### config.mk
export PLATFORM = sky130hd
export DESIGN_NAME = clksrc_seq
export DESIGN_NICKNAME = d
export VERILOG_FILES = /design/src/rtl/clkseq_pkg.sv /design/src/rtl/clkseq_cnt.sv /design/src/rtl/clkseq_onehot.sv /design/src/rtl/clksrc_seq.sv
export SDC_FILE = /design/constraint.sdc
export NUM_CORES = 1
export LEC_CHECK = 0
export BUFFER_PORTS_ARGS = -buffer_cell sky130_fd_sc_hd__buf_2
export CAP_MARGIN = 20
export CORE_ASPECT_RATIO = 1.1
export CORE_MARGIN = 2
export CORE_UTILIZATION = 52
export CTS_BUF_LIST = sky130_fd_sc_hd__clkbuf_2
export DETAILED_ROUTE_END_ITERATION = 16
export PLACE_DENSITY = 0.78
export SYNTH_ARGS = -nofsm -noshare
export SYNTH_HDL_FRONTEND = slang
export SYNTH_SLANG_ARGS = --single-unit
export TNS_END_PERCENT = 100
### constraint.sdc
create_clock -name clk -period 2.04 [get_ports clk]
set_clock_uncertainty 0.15 [all_clocks]
set_input_delay 0.408 -clock clk [delete_from_list [all_inputs] [get_ports clk]]
set_output_delay 0.408 -clock clk [all_outputs]
set_load 0.1 [all_outputs]
### src/rtl/clkseq_pkg.sv
package clkseq_pkg;

    typedef enum logic [1:0] {
        SRC_RC   = 2'd0,
        SRC_XTAL = 2'd1,
        SRC_PLL  = 2'd2
    } src_e;

    localparam int NUM_SRC = 3;

    typedef enum logic [2:0] {
        ST_IDLE,
        ST_REF,
        ST_LOCK,
        ST_WS_UP,
        ST_RELEASE,
        ST_ENGAGE,
        ST_WS_DN,
        ST_DONE
    } state_e;

endpackage

### src/rtl/clkseq_cnt.sv
module clkseq_cnt #(
    parameter int W = 16
) (
    input  logic         clk,
    input  logic         rst_n,
    input  logic         clr,
    input  logic         inc,
    output logic [W-1:0] q
);
    always_ff @(posedge clk or negedge rst_n) begin
        if (!rst_n) begin
            q <= '0;
        end else if (clr) begin
            q <= '0;
        end else if (inc) begin
            q <= q + W'(1);
        end
    end
endmodule

### src/rtl/clkseq_onehot.sv
module clkseq_onehot #(
    parameter int N = 3,
    parameter int W = 2
) (
    input  logic         en,
    input  logic [W-1:0] idx,
    output logic [N-1:0] oh
);
    for (genvar i = 0; i < N; i++) begin : g_bit
        assign oh[i] = en && (idx == W'(i));
    end
endmodule

### src/rtl/clksrc_seq.sv
module clksrc_seq
    import clkseq_pkg::*;
#(
    parameter int WS_W        = 4,
    parameter int TO_W        = 16,
    parameter int SYNC_STAGES = 2
) (
    input  logic            clk,
    input  logic            rst_n,
    input  logic            req_valid,
    input  logic [1:0]      req_src,
    input  logic [WS_W-1:0] req_ws,
    input  logic [TO_W-1:0] lock_limit,
    input  logic            ref_stable,
    input  logic            pll_lock,
    output logic            pll_en,
    output logic [WS_W-1:0] flash_ws,
    output logic [2:0]      clk_sel,
    output logic [1:0]      cur_src,
    output logic            busy,
    output logic            done,
    output logic            err
);
    localparam logic [TO_W-1:0] SYNC_LAST = TO_W'(SYNC_STAGES - 1);

    state_e          state_q, state_d;
    src_e            cur_q, tgt_q;
    logic [WS_W-1:0] ws_q, tgt_ws_q;
    logic            up_q, err_q, pll_en_q;
    logic [TO_W-1:0] cnt_q;
    logic            cnt_clr, cnt_inc, fail, accept, req_up, sync_end;
    logic            sel_en;
    src_e            sel_idx;

    assign req_up   = req_ws > ws_q;
    assign accept   = (state_q == ST_IDLE) && req_valid &&
                      (req_src != 2'd3) && (req_src != cur_q);
    assign sync_end = (cnt_q == SYNC_LAST);

    clkseq_cnt #(.W(TO_W)) u_cnt (
        .clk  (clk),
        .rst_n(rst_n),
        .clr  (cnt_clr),
        .inc  (cnt_inc),
        .q    (cnt_q)
    );

    // Next-state logic
    always_comb begin
        state_d = state_q;
        cnt_clr = 1'b0;
        cnt_inc = 1'b0;
        fail    = 1'b0;
        unique case (state_q)
            ST_IDLE: begin
                cnt_clr = 1'b1;
                if (accept) begin
                    if (req_src == SRC_PLL) state_d = ST_REF;
                    else if (req_up)        state_d = ST_WS_UP;
                    else                    state_d = ST_RELEASE;
                end
            end
            ST_REF: begin
                if (ref_stable) begin
                    state_d = ST_LOCK;
                    cnt_clr = 1'b1;
                end else if (cnt_q == lock_limit) begin
                    state_d = ST_IDLE;
                    fail    = 1'b1;
                end else begin
                    cnt_inc = 1'b1;
                end
            end
            ST_LOCK: begin
                if (pll_lock) begin
                    state_d = up_q ? ST_WS_UP : ST_RELEASE;
                    cnt_clr = 1'b1;
                end else if (cnt_q == lock_limit) begin
                    state_d = ST_IDLE;
                    fail    = 1'b1;
                end else begin
                    cnt_inc = 1'b1;
                end
            end
            ST_WS_UP: begin
                state_d = ST_RELEASE;
                cnt_clr = 1'b1;
            end
            ST_RELEASE: begin
                if (sync_end) begin
                    state_d = ST_ENGAGE;
                    cnt_clr = 1'b1;
                end else begin
                    cnt_inc = 1'b1;
                end
            end
            ST_ENGAGE: begin
                if (sync_end) begin
                    state_d = up_q ? ST_DONE : ST_WS_DN;
                    cnt_clr = 1'b1;
                end else begin
                    cnt_inc = 1'b1;
                end
            end
            ST_WS_DN: state_d = ST_DONE;
            ST_DONE:  state_d = ST_IDLE;
            default:  state_d = ST_IDLE;
        endcase
    end

    // State and sequence registers
    always_ff @(posedge clk or negedge rst_n) begin
        if (!rst_n) begin
            state_q  <= ST_IDLE;
            cur_q    <= SRC_RC;
            tgt_q    <= SRC_RC;
            ws_q     <= '0;
            tgt_ws_q <= '0;
            up_q     <= 1'b0;
            err_q    <= 1'b0;
            pll_en_q <= 1'b0;
        end else begin
            state_q <= state_d;
            if (accept) begin
                tgt_q    <= src_e'(req_src);
                tgt_ws_q <= req_ws;
                up_q     <= req_up;
                err_q    <= 1'b0;
            end
            if (fail) begin
                err_q    <= 1'b1;
                pll_en_q <= 1'b0;
            end
            if (state_q == ST_REF && state_d == ST_LOCK) begin
                pll_en_q <= 1'b1;
            end
            if (state_q == ST_WS_UP || state_q == ST_WS_DN) begin
                ws_q <= tgt_ws_q;
            end
            if (state_q == ST_ENGAGE && state_d != ST_ENGAGE) begin
                cur_q <= tgt_q;
            end
            if (state_q == ST_DONE) begin
                pll_en_q <= (tgt_q == SRC_PLL);
            end
        end
    end

    // Outputs
    always_comb begin
        sel_en  = 1'b1;
        sel_idx = cur_q;
        busy    = (state_q != ST_IDLE);
        done    = 1'b0;
        unique case (state_q)
            ST_RELEASE: sel_en  = 1'b0;
            ST_ENGAGE:  sel_idx = tgt_q;
            ST_DONE:    done    = 1'b1;
            default:    ;
        endcase
    end

    clkseq_onehot #(.N(NUM_SRC), .W(2)) u_sel (
        .en (sel_en),
        .idx(sel_idx),
        .oh (clk_sel)
    );

    assign pll_en   = pll_en_q;
    assign flash_ws = ws_q;
    assign cur_src  = cur_q;
    assign err      = err_q;

endmodule

==> metrics.cfg, run 1 <==
[status]
violations = negative setup slack
status = finished, violations left

[global_routing]
gr-total-overflow = 0
antenna_found_initial = 0
track_usage_pct = 32.9
grt_max_degree = 35
grt_pass1_wl_um = 11900
grt_pass1_vias = 2405

[route]
wl_per_cell_um = 20.8
first_pass_iters = 7
drc = 0
first_iter_violations = 249
ant_nets = 0
via_count = 2463
drt_wl_total_um = 8210
avgViaCountPerCell = 6.24

[cts]
numClockSinks = 34
htreeDepth = 2
cts_root_buf = clkbuf_2
clk_pin_slew_ps = 230
clock_latency_ps = 420
numCtsBuffers = 5
clk_path_buf_depth = 2
cts_tree = built

[timing]
max_slew_margin_pct = 47.0
fin_crit_ps = 2340
fmax_ghz = 0.427
hold_violations = 0
rsz0062_at_grt = yes
worst_pin_slew_ps = 795
slew_viol_final = 0
fin_ws_ps = -303
fin_crit_sh_pct = 115
finalSetupViolCount = 24

[hold_path]
hp-class = in2reg
holdPathStages = 2

[worst_setup_path]
cp.arrival_ps = 2520
path_buf_inv = 2
crit_path_max_incr_delay_ps = 450
crit_chain = buf_4, buf_4, nor3b_4, o21ba_2, nand2_2, o21ai_4, nand4_1, mux2i_1
critical_path_required_ps = 2220
end_kind = flip-flop
start_kind = flip-flop
crit_type = reg2reg
r2r_cells = 8
crit_path_max_fanout = 5
cp_num_cells = 8
crit_path_frequent_cell = buf_4
critical_path.top_delay_family = simple AND/OR/NAND/NOR gates
critical-path-slowest-cell = dfrtp_1

[cells_and_area]
final_nets = 373
nFillCells = 231
synthToLayoutAreaGrowth_pct = 53.3
fin_area_sq_mm = 0.00342
antenna_cells = 0
drive_gt1_share_pct = 54.5

[floorplanning]
io_pins = 40
die_area_sq_mm = 0.00484
core_area_sq_mm = 0.00422
chipHeight_um = 72.7
initial_core_util_pct = 52.9
rows = 25
dieWidth_um = 66.5

[placed_design]
port_buffers = 39
dp_hpwl_um = 4100
place.gp.congestion = 0.822
place_ws_ps = -106
dpl-instance-area_sq_mm = 0.00281

[power]
ir_drop_mv = 1.04
power.density_mw_per_mm2 = 1550
power_mw = 5.31
p_leak_nw = 1.58

[yosys]
ys.flop_type = dfrtp_1
syn-cell-area_sq_mm = 0.00223
synthTopCellsByCount = dfrtp_1 (34), nand2_1 (30), xnor2_1 (18), inv_1 (13), nor2_1 (13)
synth.yosys.seq_area_share_pct = 38.1
synth_top_area_share_pct = 38.1
synth_fp_nets = 273
ys_seq_elements = 34
yosysWarnings = 0
yosysMostFrequentCell = dfrtp_1
synth.avg_cell_area_sq_um = 9.31
synth_edf_count = 0
synthTopCellsByArea = dfrtp_1 (38%), xnor2_1 (7.1%), mux2_2 (5.0%)
yosysTopAreaCell = dfrtp_1
ys_types = 51
synthCells = 240
async_flop_share_pct = 100

[flow_run]
drv_cap = 0

report_power, final:
group	total, mW	switching (mW)	internal [mW]
Sequential	1.08	0.196	0.886
Clock	0.339	0.261	0.0781
Combinational	3.89	2.31	1.58
logic make-up after synthesis:
group,share of synthesized area [%]
DFF,38.1
and+or+nand+nor,22.9
xor gates and xnor gates,7.45
muxes,6.83
buffers and inverters,5.60
adders and majority gates,3.36
AOI/OAI and AO/OA,15.7
sequential cells by signal, indices dropped and copies added, names as in the netlist:
| register | cells |
|---|---|
| cur_src | 2 |
| err | 1 |
| flash_ws | 4 |
| pll_en | 1 |
| state_q | 3 |
| tgt_q | 2 |
| tgt_ws_q | 4 |
| u_cnt.q | 16 |
| up_q | 1 |
placed cells by master, fill, tap and decap left out, types with 3 or more instances in the layout:
master    count
nand2_1      21
inv_2         3
o21a_1        4
xnor2_2       6
nor2_2        3
buf_6        12
a21oi_1       4
o21ai_4       3
a21oi_2       5
nor2_1        6
nand2_2       7
xnor2_1      12
a31o_1        4
mux2i_1       4
clkbuf_2      5
or4_4         3
ha_1          5
nand2b_1      3
nand3_1       7
o21ai_0       7
buf_4        46
buf_2        34
nor2_4        4
dfrtp_2       7
buf_12        6
nand3_2       4
and3_1        5
o211ai_1      3
mux2_2        9
nand4_1       8
inv_1        10
dfrtp_1      25
worst paths after layout:
kind	slack, ps	endpoint	from
setup reg to reg	-300	u_cnt.q[15]	state_q[0]
hold reg to reg	380	tgt_ws_q[0]	tgt_ws_q[0]
max in group asynchronous	740	flash_ws[3]	rst_n
hold / removal	110	tgt_ws_q[1]	req_ws[1]
min in group asynchronous	420	err	rst_n
setup / recovery	-300	u_cnt.q[15]	state_q[0]
final cells by class:
| cell class | count | area [sq um] | share of cell area, % |
|---|---|---|---|
| Multi-Input combinational cell | 186 | 1600 | 46.8 |
| Timing Repair Buffer | 100 | 796 | 23.2 |
| Inverter | 13 | 48.8 | 1.43 |
| Sequential cell | 34 | 867 | 25.3 |
| Clock inverter | 3 | 16.3 | 0.475 |
| Tap cell | 54 | 67.6 | 1.97 |
| Clock buffer | 5 | 25.0 | 0.731 |
metal layers:
| layer | vias to the layer above | routed length [um] | GRT usage, % |
|---|---|---|---|
| li1 | 1068 | - | - |
| met1 | 1158 | 2960 | 40.6 |
| met2 | 177 | 4030 | 55.4 |
| met3 | 60 | 670 | 7.10 |
| met4 | 0 | 546 | 13.8 |
| met5 | - | 0 | 0 |
per-stage QoR:
| step | util [%] | TNS (ps) | instances | hold slack (ps) |
|---|---|---|---|---|
| 5_1_grt | 81.1 | -6260 | 395 | 83.9 |
| 3_3_place_gp | 66.6 | -49.2 | 356 | 314 |
| 6_report | 81.1 | -3960 | 395 | 109 |
| 2_1_floorplan | - | -84.1 | 240 | -37.6 |
| 3_5_place_dp | 66.6 | -686 | 356 | 316 |
| 4_1_cts | 74.5 | -949 | 386 | 88.5 |
what timing repair did:
action | in CTS | in global routing
setup buffers | 18 | 10
endpoints found under the hold margin | 34 | 0
pin swaps | 26 | 32
gates cloned | 3 | 0
setup endpoints to repair | 19 | 26
gates resized for setup | 26 | 52
hold buffers | 1 | 0
(Power assumes the default switching activity.)
==> inputs of run 2 (changes only) <==
--- a/config.mk
+++ b/config.mk
@@ -12,6 +12,7 @@
 export CORE_UTILIZATION = 52
 export CTS_BUF_LIST = sky130_fd_sc_hd__clkbuf_2
 export DETAILED_ROUTE_END_ITERATION = 16
+export HOLD_SLACK_MARGIN = 0.12
 export PLACE_DENSITY = 0.78
 export SYNTH_ARGS = -nofsm -noshare
 export SYNTH_HDL_FRONTEND = slang
==> metrics.cfg, run 2 (synthesis results as in run 1) <==
[cts]
clk_path_buf_depth = 2  ; unchanged
htreeDepth = 2  ; unchanged
cts_root_buf = clkbuf_2
cts_tree = built
clk_pin_slew_ps = 220  ; about the same
numCtsBuffers = 5  ; unchanged
clock_latency_ps = 420  ; about the same
numClockSinks = 34  ; unchanged

[status]
violations = negative setup slack
status = finished, violations left

[worst_setup_path]
critical_path_required_ps = 1480  ; -740 ps
critical-path-slowest-cell = dfrtp_1
crit_path_max_incr_delay_ps = 420  ; -30 ps
start_kind = flip-flop
path_buf_inv = 2  ; unchanged
crit_path_max_fanout = 3  ; -2
crit_type = reg2out
cp.arrival_ps = 1780  ; -740 ps
critical_path.top_delay_family = flip-flops
crit_chain = inv_2, nor2_4, nand2_4, mux2_4, a21oi_4, buf_12
end_kind = output port

[flow_run]
drv_cap = 0  ; unchanged

[global_routing]
antenna_found_initial = 0  ; unchanged
grt_pass1_vias = 2432  ; +1.1%
gr-total-overflow = 0  ; unchanged
grt_max_degree = 35  ; unchanged
track_usage_pct = 33.0  ; +0.16 points
grt_pass1_wl_um = 11900  ; +0.52%

[power]
ir_drop_mv = 1.16  ; +12%
power_mw = 5.34  ; +0.66%
p_leak_nw = 1.60  ; +1.2%
power.density_mw_per_mm2 = 1540  ; -0.69%

[cells_and_area]
final_nets = 377  ; +1.1%
synthToLayoutAreaGrowth_pct = 55.4
fin_util_pct = 82.2  ; +1.1 points
largest_reg_flops = 16  ; unchanged
top_register = u_cnt.q
final_common_cell = buf_4
antenna_cells = 0  ; unchanged
drive_gt1_share_pct = 54.2  ; -0.34 points
nFillCells = 226  ; -2.2%
final_cell_mix = buf_4 (46), buf_2 (34), dfrtp_1 (25)

[timing]
max_slew_margin_pct = 46.1  ; -0.85 points
worst_pin_slew_ps = 808  ; +12.7 ps
fin_ws_ps = -302  ; +1.20 ps
fin_crit_ps = 2340  ; -1.20 ps
finalSetupViolCount = 23  ; -4.2%
hold_violations = 0  ; unchanged
rsz0062_at_grt = yes
whs_ps = 131  ; +22.2 ps
fmax_ghz = 0.427  ; about the same
slew_viol_final = 0  ; unchanged
fin_crit_sh_pct = 115  ; about the same

[route]
avgViaCountPerCell = 6.31  ; +1.2%
wl_per_cell_um = 20.7  ; -0.48%
ant_nets = 0  ; unchanged
first_iter_violations = 246  ; -1.2%
drt_wl_total_um = 8250  ; +0.52%
drc = 0  ; unchanged
via_count = 2518  ; +2.2%
first_pass_iters = 5  ; -2

[placed_design]
port_buffers = 39  ; unchanged
place.gp.congestion = 0.822  ; unchanged
dp_hpwl_um = 4100  ; unchanged

[floorplanning]
chipHeight_um = 72.7  ; unchanged
core_area_sq_mm = 0.00422  ; unchanged
die_area_sq_mm = 0.00484  ; unchanged
io_pins = 40  ; unchanged
initial_core_util_pct = 52.9  ; unchanged
dieWidth_um = 66.5  ; unchanged
rows = 25  ; unchanged

[hold_path]
hp-class = in2reg

[run 2: cell types whose count changed in the layout (fill, tap and decap cells not counted), sizes merged]
cell,delta
dlygate4sd3,+4
[run 2: layout make-up]
| class | instances | area [sq um] | share of cell area, % |
|---|---|---|---|
| tap | 54 | 67.6 | 1.95 |
| clock buffer | 5 | 25.0 | 0.721 |
| inverter | 13 | 48.8 | 1.41 |
| timing repair buffer | 104 | 836 | 24.1 |
| clock inverter | 3 | 16.3 | 0.469 |
| sequential | 34 | 867 | 25.0 |
| multi-input combinational | 186 | 1610 | 46.4 |
[run 2: where the power goes]
part	internal, mW	total [mW]	switching [mW]
registers	0.886	1.08	0.192
clock network	0.0780	0.342	0.264
logic	1.59	3.92	2.33
total	2.55	5.34	2.79
[run 2: layer usage]
metal	track usage, %	part of all wire (%)
met3	7.10	8.4
met4	13.8	6.5
met5	0	0
met2	55.9	49
met1	40.7	36
[run 2: worst reg2reg max path, stage by stage (launching register included)]
cell and delay [ps]:
dfrtp_1 450, buf_4 150, buf_4 140, nor3b_4 280, o21ba_2 250, nand2_2 130
o21ai_4 280, nand4_1 200, mux2i_1 210
[run 2: final timing paths]
| path | start | endpoint | slack [ps] | cells past startpoint |
|---|---|---|---|---|
| worst max-delay path | state_q[0] | clk_sel[1] | -300 | 6 |
| worst min-delay path | req_src[0] | tgt_q[0] | 130 | 2 |
| worst max register to register | state_q[0] | u_cnt.q[15] | -290 | 8 |
| worst min register to register | tgt_ws_q[0] | tgt_ws_q[0] | 370 | 2 |
| max in group asynchronous | rst_n | u_cnt.q[5] | 730 | 2 |
| min in group asynchronous | rst_n | state_q[0] | 420 | 2 |
[run 2: per-stage QoR]
step | setup TNS, ps | setup slack (ps) | instance area, sq um | instances
2_1_floorplan | -84.1 | -76.7 | 2310 | 240
3_3_place_gp | -49.2 | -28.3 | 2810 | 356
3_5_place_dp | -686 | -106 | 2810 | 356
4_1_cts | -949 | -266 | 3190 | 390
5_1_grt | -5890 | -368 | 3470 | 399
6_report | -4000 | -302 | 3470 | 399
[run 2: timing repair]
action,CTS,global route
cloned,3,0
setup buffers,18,10
setup endpoints to repair,19,26
hold endpoints to repair,38,0
gates resized for setup,26,53
pin swaps,26,32
hold buffers,5,0
